==> src/rtl/nes_pkg.sv <==
package nes_pkg;
   typedef enum logic [2:0] {
      ERR_NONE    = 3'd0,
      ERR_ALIGN   = 3'd1,
      ERR_BADBLK  = 3'd2,
      ERR_ERASE   = 3'd3,
      ERR_TIMEOUT = 3'd4
   } err_e;

   typedef enum logic [1:0] {FR_WREN, FR_ERASE, FR_POLL, FR_WRDIS} frame_e;

   typedef enum logic [3:0] {
      S_IDLE, S_WREN, S_BBCHK, S_ERASE, S_POLL_TX, S_POLL_RX, S_WRDIS, S_FINISH
   } state_e;

   localparam logic [7:0] OP_WREN    = 8'h06;
   localparam logic [7:0] OP_WRDIS   = 8'h04;
   localparam logic [7:0] OP_ERASE   = 8'hD8;
   localparam logic [7:0] OP_GETFEAT = 8'h0F;
   localparam logic [7:0] REG_STATUS = 8'hC0;
   localparam int ST_BUSY_BIT  = 0;
   localparam int ST_EFAIL_BIT = 2;
endpackage

==> src/rtl/nes_req_check.sv <==
module nes_req_check #(
   parameter int ADDR_W     = 32,
   parameter int BLK_SHIFT  = 17,
   parameter int NUM_BLOCKS = 1024
) (
   input  logic [ADDR_W-1:0] addr,
   input  logic [ADDR_W-1:0] len,
   output logic              ok,
   output logic              empty
);
   localparam logic [ADDR_W:0] DEV_BYTES = (ADDR_W+1)'(NUM_BLOCKS) << BLK_SHIFT;

   logic [ADDR_W:0] end_addr;

   always_comb begin
      end_addr = {1'b0, addr} + {1'b0, len};
      ok = (addr[BLK_SHIFT-1:0] == '0) && (len[BLK_SHIFT-1:0] == '0) &&
           (end_addr <= DEV_BYTES);
      empty = (len == '0);
   end
endmodule

==> src/rtl/nes_frame_gen.sv <==
module nes_frame_gen import nes_pkg::*; #(
   parameter int BLK_W    = 10,
   parameter int PG_SHIFT = 6
) (
   input  frame_e           kind,
   input  logic [1:0]       idx,
   input  logic [BLK_W-1:0] blk,
   output logic [7:0]       byte_o,
   output logic             last_o,
   output logic             rd_o
);
   logic [15:0] row;

   always_comb begin
      row    = 16'(blk) << PG_SHIFT;
      byte_o = OP_WREN;
      last_o = 1'b1;
      rd_o   = 1'b0;
      case (kind)
         FR_WREN:  byte_o = OP_WREN;
         FR_WRDIS: byte_o = OP_WRDIS;
         FR_ERASE: begin
            last_o = (idx == 2'd3);
            case (idx)
               2'd0:    byte_o = OP_ERASE;
               2'd1:    byte_o = 8'h00;
               2'd2:    byte_o = row[15:8];
               default: byte_o = row[7:0];
            endcase
         end
         default: begin
            last_o = (idx == 2'd1);
            rd_o   = (idx == 2'd1);
            byte_o = (idx == 2'd0) ? OP_GETFEAT : REG_STATUS;
         end
      endcase
   end
endmodule

==> src/rtl/nes_poll_ctr.sv <==
module nes_poll_ctr #(
   parameter int LIMIT = 100
) (
   input  logic clk,
   input  logic rst_n,
   input  logic clr,
   input  logic inc,
   output logic last_try
);
   localparam int CW = $clog2(LIMIT + 1);

   logic [CW-1:0] cnt;

   always_ff @(posedge clk) begin
      if (!rst_n || clr) cnt <= '0;
      else if (inc)      cnt <= cnt + CW'(1);
   end

   assign last_try = (cnt == CW'(LIMIT - 1));

   AST_POLL_BOUND: assert property (@(posedge clk) disable iff (!rst_n)
      cnt < CW'(LIMIT)) else $error("poll count past limit");
endmodule

==> src/rtl/nand_erase_seq.sv <==
module nand_erase_seq import nes_pkg::*; #(
   parameter int ADDR_W     = 32,
   parameter int NUM_BLOCKS = 1024,
   parameter int BLK_SHIFT  = 17,
   parameter int PG_SHIFT   = 6,
   parameter int MAX_POLLS  = 100
) (
   input  logic                  clk,
   input  logic                  rst_n,
   input  logic                  req_valid,
   input  logic [ADDR_W-1:0]     req_addr,
   input  logic [ADDR_W-1:0]     req_len,
   output logic                  busy,
   output logic                  done,
   output logic [2:0]            err,
   output logic [ADDR_W-1:0]     fail_addr,
   output logic                  row_inval,
   output logic                  cmd_valid,
   output logic [7:0]            cmd_byte,
   output logic                  cmd_last,
   output logic                  cmd_rd,
   input  logic                  cmd_ready,
   input  logic                  rsp_valid,
   input  logic [7:0]            rsp_byte,
   input  logic [NUM_BLOCKS-1:0] bad_map
);
   localparam int BLK_W = $clog2(NUM_BLOCKS);
   localparam int RW    = BLK_W + 1;

   if (NUM_BLOCKS < 2) begin : g_chk_blocks
      $error("NUM_BLOCKS must be at least 2");
   end
   if (ADDR_W < BLK_SHIFT + RW) begin : g_chk_addr
      $error("ADDR_W too narrow for device size");
   end
   if (BLK_W + PG_SHIFT > 16) begin : g_chk_row
      $error("row address exceeds 16 bits");
   end
   if (MAX_POLLS < 1) begin : g_chk_polls
      $error("MAX_POLLS must be at least 1");
   end

   state_e           state;
   logic [1:0]       bidx;
   logic [BLK_W-1:0] blk;
   logic [RW-1:0]    remain;
   logic             chk_ok, chk_empty;
   frame_e           kind;
   logic             cmd_fire, last_try, poll_inc;
   logic             rsp_busy, rsp_efail;
   logic             rsp_unused;

   nes_req_check #(.ADDR_W(ADDR_W), .BLK_SHIFT(BLK_SHIFT), .NUM_BLOCKS(NUM_BLOCKS)) u_check (
      .addr(req_addr), .len(req_len), .ok(chk_ok), .empty(chk_empty));

   nes_frame_gen #(.BLK_W(BLK_W), .PG_SHIFT(PG_SHIFT)) u_frame (
      .kind(kind), .idx(bidx), .blk(blk),
      .byte_o(cmd_byte), .last_o(cmd_last), .rd_o(cmd_rd));

   assign rsp_busy   = rsp_byte[ST_BUSY_BIT];
   assign rsp_efail  = rsp_byte[ST_EFAIL_BIT];
   assign rsp_unused = ^{rsp_byte[7:3], rsp_byte[1]};
   assign poll_inc   = (state == S_POLL_RX) && rsp_valid && rsp_busy && !last_try;

   nes_poll_ctr #(.LIMIT(MAX_POLLS)) u_poll (
      .clk(clk), .rst_n(rst_n), .clr(state == S_BBCHK), .inc(poll_inc),
      .last_try(last_try));

   always_comb begin
      case (state)
         S_ERASE:   kind = FR_ERASE;
         S_POLL_TX: kind = FR_POLL;
         S_WRDIS:   kind = FR_WRDIS;
         default:   kind = FR_WREN;
      endcase
      cmd_valid = (state == S_WREN) || (state == S_ERASE) ||
                  (state == S_POLL_TX) || (state == S_WRDIS);
   end

   assign cmd_fire = cmd_valid && cmd_ready;
   assign busy     = (state != S_IDLE);
   assign done     = (state == S_FINISH);

   always_ff @(posedge clk) begin
      if (!rst_n) begin
         state     <= S_IDLE;
         bidx      <= '0;
         blk       <= '0;
         remain    <= '0;
         err       <= ERR_NONE;
         fail_addr <= '0;
         row_inval <= 1'b0;
      end else begin
         row_inval <= 1'b0;
         case (state)
            S_IDLE: if (req_valid) begin
               err       <= ERR_NONE;
               fail_addr <= '0;
               bidx      <= '0;
               if (!chk_ok) begin
                  err   <= ERR_ALIGN;
                  state <= S_FINISH;
               end else begin
                  row_inval <= 1'b1;
                  blk       <= req_addr[BLK_SHIFT +: BLK_W];
                  remain    <= req_len[BLK_SHIFT +: RW];
                  state     <= chk_empty ? S_FINISH : S_WREN;
               end
            end
            S_WREN, S_ERASE, S_POLL_TX, S_WRDIS: if (cmd_fire) begin
               if (cmd_last) begin
                  bidx <= '0;
                  case (state)
                     S_WREN:    state <= S_BBCHK;
                     S_ERASE:   state <= S_POLL_TX;
                     S_POLL_TX: state <= S_POLL_RX;
                     default:   state <= S_FINISH;
                  endcase
               end else begin
                  bidx <= bidx + 2'd1;
               end
            end
            S_BBCHK: begin
               if (bad_map[blk]) begin
                  err       <= ERR_BADBLK;
                  fail_addr <= ADDR_W'(blk) << BLK_SHIFT;
                  state     <= S_WRDIS;
               end else begin
                  state <= S_ERASE;
               end
            end
            S_POLL_RX: if (rsp_valid) begin
               if (rsp_busy) begin
                  if (last_try) begin
                     err       <= ERR_TIMEOUT;
                     fail_addr <= ADDR_W'(blk) << BLK_SHIFT;
                     state     <= S_WRDIS;
                  end else begin
                     state <= S_POLL_TX;
                  end
               end else if (rsp_efail) begin
                  err       <= ERR_ERASE;
                  fail_addr <= ADDR_W'(blk) << BLK_SHIFT;
                  state     <= S_WRDIS;
               end else if (remain == RW'(1)) begin
                  state <= S_FINISH;
               end else begin
                  blk    <= blk + BLK_W'(1);
                  remain <= remain - RW'(1);
                  state  <= S_WREN;
               end
            end
            default: state <= S_IDLE;
         endcase
      end
   end

   AST_DONE_PULSE: assert property (@(posedge clk) disable iff (!rst_n)
      done |=> !done) else $error("done longer than one cycle");
   AST_DONE_BUSY: assert property (@(posedge clk) disable iff (!rst_n)
      done |-> busy) else $error("done without busy");
   AST_REJECT_QUIET: assert property (@(posedge clk) disable iff (!rst_n)
      (done && err == ERR_ALIGN) |-> $past(!busy && !cmd_valid)) else $error("refusal not immediate");
   AST_NO_ERASE_BAD: assert property (@(posedge clk) disable iff (!rst_n)
      (cmd_fire && state == S_ERASE && bidx == 2'd0) |-> !bad_map[blk]) else $error("erase on bad block");
   AST_FAIL_CLEANUP: assert property (@(posedge clk) disable iff (!rst_n)
      (done && err >= ERR_BADBLK) |-> $past(cmd_fire && cmd_byte == OP_WRDIS)) else $error("failure without write disable");
   AST_CMD_HOLD: assert property (@(posedge clk) disable iff (!rst_n)
      (cmd_valid && !cmd_ready) |=> (cmd_valid && $stable(cmd_byte) && $stable(cmd_last) && $stable(cmd_rd))) else $error("command byte changed while stalled");
   AST_INVAL_PULSE: assert property (@(posedge clk) disable iff (!rst_n)
      row_inval |=> !row_inval) else $error("row_inval longer than one cycle");
endmodule

==> config.mk <==
export PLATFORM = sky130hd
export DESIGN_NAME = nand_erase_seq
export DESIGN_NICKNAME = d
export VERILOG_FILES = /design/src/rtl/nes_pkg.sv /design/src/rtl/nes_req_check.sv /design/src/rtl/nes_frame_gen.sv /design/src/rtl/nes_poll_ctr.sv /design/src/rtl/nand_erase_seq.sv
export SDC_FILE = /design/constraint.sdc
export NUM_CORES = 1
export LEC_CHECK = 0
export BUFFER_PORTS_ARGS = -buffer_cell sky130_fd_sc_hd__buf_4
export CAP_MARGIN = 5
export CORE_AREA = 2 2 454 456
export CTS_CLUSTER_DIAMETER = 200
export DETAILED_ROUTE_END_ITERATION = 10
export DIE_AREA = 0 0 456 458
export PLACE_DENSITY = 0.3
export SKIP_CTS_REPAIR_TIMING = 1
export SYNTH_ARGS = -nofsm -noshare
export SYNTH_HDL_FRONTEND = slang
export SYNTH_SLANG_ARGS = --single-unit
==> constraint.sdc <==
create_clock -name clk -period 9.7 [get_ports clk]
set_clock_uncertainty 0.1 [all_clocks]
set_input_delay 0.485 -clock clk [delete_from_list [all_inputs] [get_ports clk]]
set_output_delay 0.485 -clock clk [all_outputs]
set_load 0.005 [all_outputs]
==> summary.md <==
| Metric | Value |
|---|---|
| Synth area leader | `mux4_2` |
| Max FO, Critical Path | `87` |
| Worst Reg-to-Reg Cells | `12` |
| Worst VDD drop | `0.0746 mV` |
| Met1 usage | `15.4%` |
| Antenna-violating nets left | `0` |
| Fin crit period | `approximately 5.6 ns` |
| P&R area growth vs syn | `77.0%` |
| Net switching power | `0.000782 W` |
| Inserted Clock Buffers | `5` |
| Startpoint class of the critical path | `flop` |
| Final period util | `between 50% and 60%` |
| RSZ-0062 raised after global routing | `no` |
| Synth Cell Area | `14600 um^2` |
| Overflow after GRT | `0` |
| DR vias | `18.4k` |
| Worst-margin pin slew | `1.15 ns` |
| First-pass GRT wire length | `between 150000 and 200000 um` |
| DRC errors left | `0` |
| Final Slew Violations | `0` |
| WHS Path Cells | `2` |
| WS Path Type | `flop to flop` |
| Fill count | `23.4k` |
| CTS Buffer Depth | `2` |
| DIE AREA | `209000 um^2` |
| Fin cells | `5268` |
| CTS tree | `done` |
| Most instantiated library cell after synthesis | `mux4_2` |
| Die height | `around 460 um` |
| Multi-input gate area | `12400 um^2` |
| Final GP Congestion | `0.923` |
| Seq pwr share | `13.4%` |
| CP Capture Type | `flop` |
| Clk Tree Root Cell | `clkbuf_16` |
| Relative slew slack | `23.6%` |
| Standard-cell row count | `~170` |
| DPL Wire Length | `131000 um` |
| Max_cap viols | `0` |
| Detailed Route Iter0 Violations | `920` |
| Syn avg cell area | `9.48 um^2` |
| Logic gate share of total power | `74.1%` |
| Via density | `between 3 and 4` |
| Starting Density | `7.17%` |
| Cell-internal power | `approximately 0.00099 W` |
| Worst skew pair latency | `0.32 ns` |
| Tot GR Track Use | `13.5%` |
| Clk sinks | `47` |
| Register area | `967 um^2` |
| Async S/R FF share, synth | `0%` |
| Ys Warns | `0` |
| Status | `completed` |
| Fmax achieved | `0.178 GHz` |
| Post-synthesis cell type count | `93` |
| Endpoints failing hold | `0` |
| Count of flip-flops with a built-in enable after synthesis | `0` |
| H-Tree Level Count | `2` |
| Post-Route WL | `roughly 150000 um` |
| IO buf count | `1121` |
| Routed len/inst | `28.2 um` |
| Ratio of cells with drive above 1 in the final layout | `56.8%` |
| Lkg Pwr | `around 10 nW` |
| Worst Path Required | `9.81 ns` |
| Data arrival time of the worst path | `5.73 ns` |
| Final net count | `roughly 3.7k` |
| Number of global-route vias before repair | `19.7k` |
| Synth top area cells | `mux4_2 31%, mux2i_1 6.8%, dfxtp_1 6.4%` |
| Dpl ws | `3.81 ns` |
| Most instantiated cells after synthesis | `200 x mux4_2, 172 x nand2_1, 100 x mux2i_1` |
| Grt met2 use | `27.5%` |
| Core region area | `204000 um^2` |
| Slack of the critical path | `4.08 ns` |
| R2R Setup Slk | `just over 4 ns` |
| Die X | `456 um` |
| Top cell type's share of synthesized area | `30.8%` |
| Clk network pwr share | `12.5%` |
| Worst-path clk slew | `roughly 0.080 ns` |
| IO Pins | `about 1.2k` |
| Power per Cell Area | `68.5 nW/um^2` |
| Grt met3 use | `1.25%` |
| Initial antenna violation count | `~40` |
| Share of the yosys chip area belonging to registers | `between 6 and 7%` |
| Top Usage Layer GRT | `met2` |
| TritonRoute pass-1 iters | `5` |
| Largest net degree at the start of global routing | `88` |
| Switching portion of total power | `44.2%` |
| WHS | `approximately 0.36 ns` |
| Final TNS setup | `0 ns` |
| HP Class | `flop to flop` |
| Main synth FF type | `dfxtp_1` |
| Placed cell count | `5252` |
| Post-synthesis instance total | `1541` |
| Synth Register Bits | `47` |
| Final setup violation count | `0` |
[worst max-delay path: stages (launching register included)]
cell and delay, ns:
dfxtp_4 0.87, buf_12 0.47, nand2b_1 0.76, o22ai_1 0.34
o31ai_1 0.10, nor4_1 0.28, buf_4 0.21, a22oi_1 0.14
a21oi_1 0.78, or2b_1 0.29, nand4_1 0.25, a311o_4 0.44
mux2_1 0.35
[placed cells by master, fill, tap and decap left out, types with 31 or more instances in the layout]
master / n
mux2i_1: 100
mux4_2: 200
nor3_1: 31
nor2_1: 72
o21ai_0: 73
a21oi_1: 97
nand2_1: 171
buf_4: 1167
dfxtp_1: 40
nand3_1: 42
ha_1: 46
[stage by stage]
stage	util, %	area (um^2)	total power (W)
after floorplan	-	14700	0.000864
after global placement	12.6	25700	0.00160
after detailed placement	12.6	25700	0.00159
after CTS	12.7	25800	0.00182
after global routing	12.7	25900	0.00190
final	12.7	25900	0.00177
[sequential cells by signal, summed over array words and instances (netlist names)]
name and flops:
state 3, bidx 2, row_inval 1, err 3, u_poll.cnt 7, remain 11
blk 10, fail_addr 10
[routing by layer]
metal,part of all wire (%),wire (um)
met1,38,56400
met2,57,85300
met3,3.5,5160
met4,1.0,1500
met5,0.019,28
[kinds of logic (layout without fill, tap and decap cells)]
| group | Yosys count | count (layout) | share of synthesized area (%) |
|---|---|---|---|
| adders and majority gates | 47 | 47 | 4.08 |
| AOI/OAI and AO/OA | 430 | 430 | 20.6 |
| other | 1 | 30 | 0.0257 |
| and+or+nand+nor | 459 | 459 | 15.2 |
| buffers and inverters | 192 | 1202 | 9.32 |
| DFF | 47 | 47 | 6.44 |
| xor gates and xnor gates | 19 | 19 | 1.14 |
| muxes | 346 | 346 | 43.2 |
[power groups by stage]
stage | logic [W] | registers, W | clock network, W
final | 0.00131 | 0.000238 | 0.000221
after global routing | 0.00142 | 0.000243 | 0.000232
after CTS | 0.00135 | 0.000240 | 0.000228
after detailed placement | 0.00135 | 0.000244 | 0
after global placement | 0.00135 | 0.000245 | 0
after floorplan | 0.000646 | 0.000217 | 0
[worst paths after layout]
path | from | end
setup / recovery | blk[1]$_SDFFE_PN0P_ | err[0]$_SDFFE_PN0P_
hold / removal | err[1]$_SDFFE_PN0P_ | err[1]$_SDFFE_PN0P_
setup reg to reg | blk[1]$_SDFFE_PN0P_ | err[0]$_SDFFE_PN0P_
hold reg to reg | err[1]$_SDFFE_PN0P_ | err[1]$_SDFFE_PN0P_
[cell type report]
| class | count | area share [%] |
|---|---|---|
| multi-input combinational | 1323 | 48.0 |
| inverter | 24 | 0.358 |
| tap | 2688 | 13.0 |
| clock buffer | 6 | 0.537 |
| antenna | 8 | 0.0774 |
| clock inverter | 2 | 0.135 |
| sequential | 47 | 3.74 |
| timing repair buffer | 1170 | 34.1 |
No activity file was read; power rests on OpenSTA's default activity.
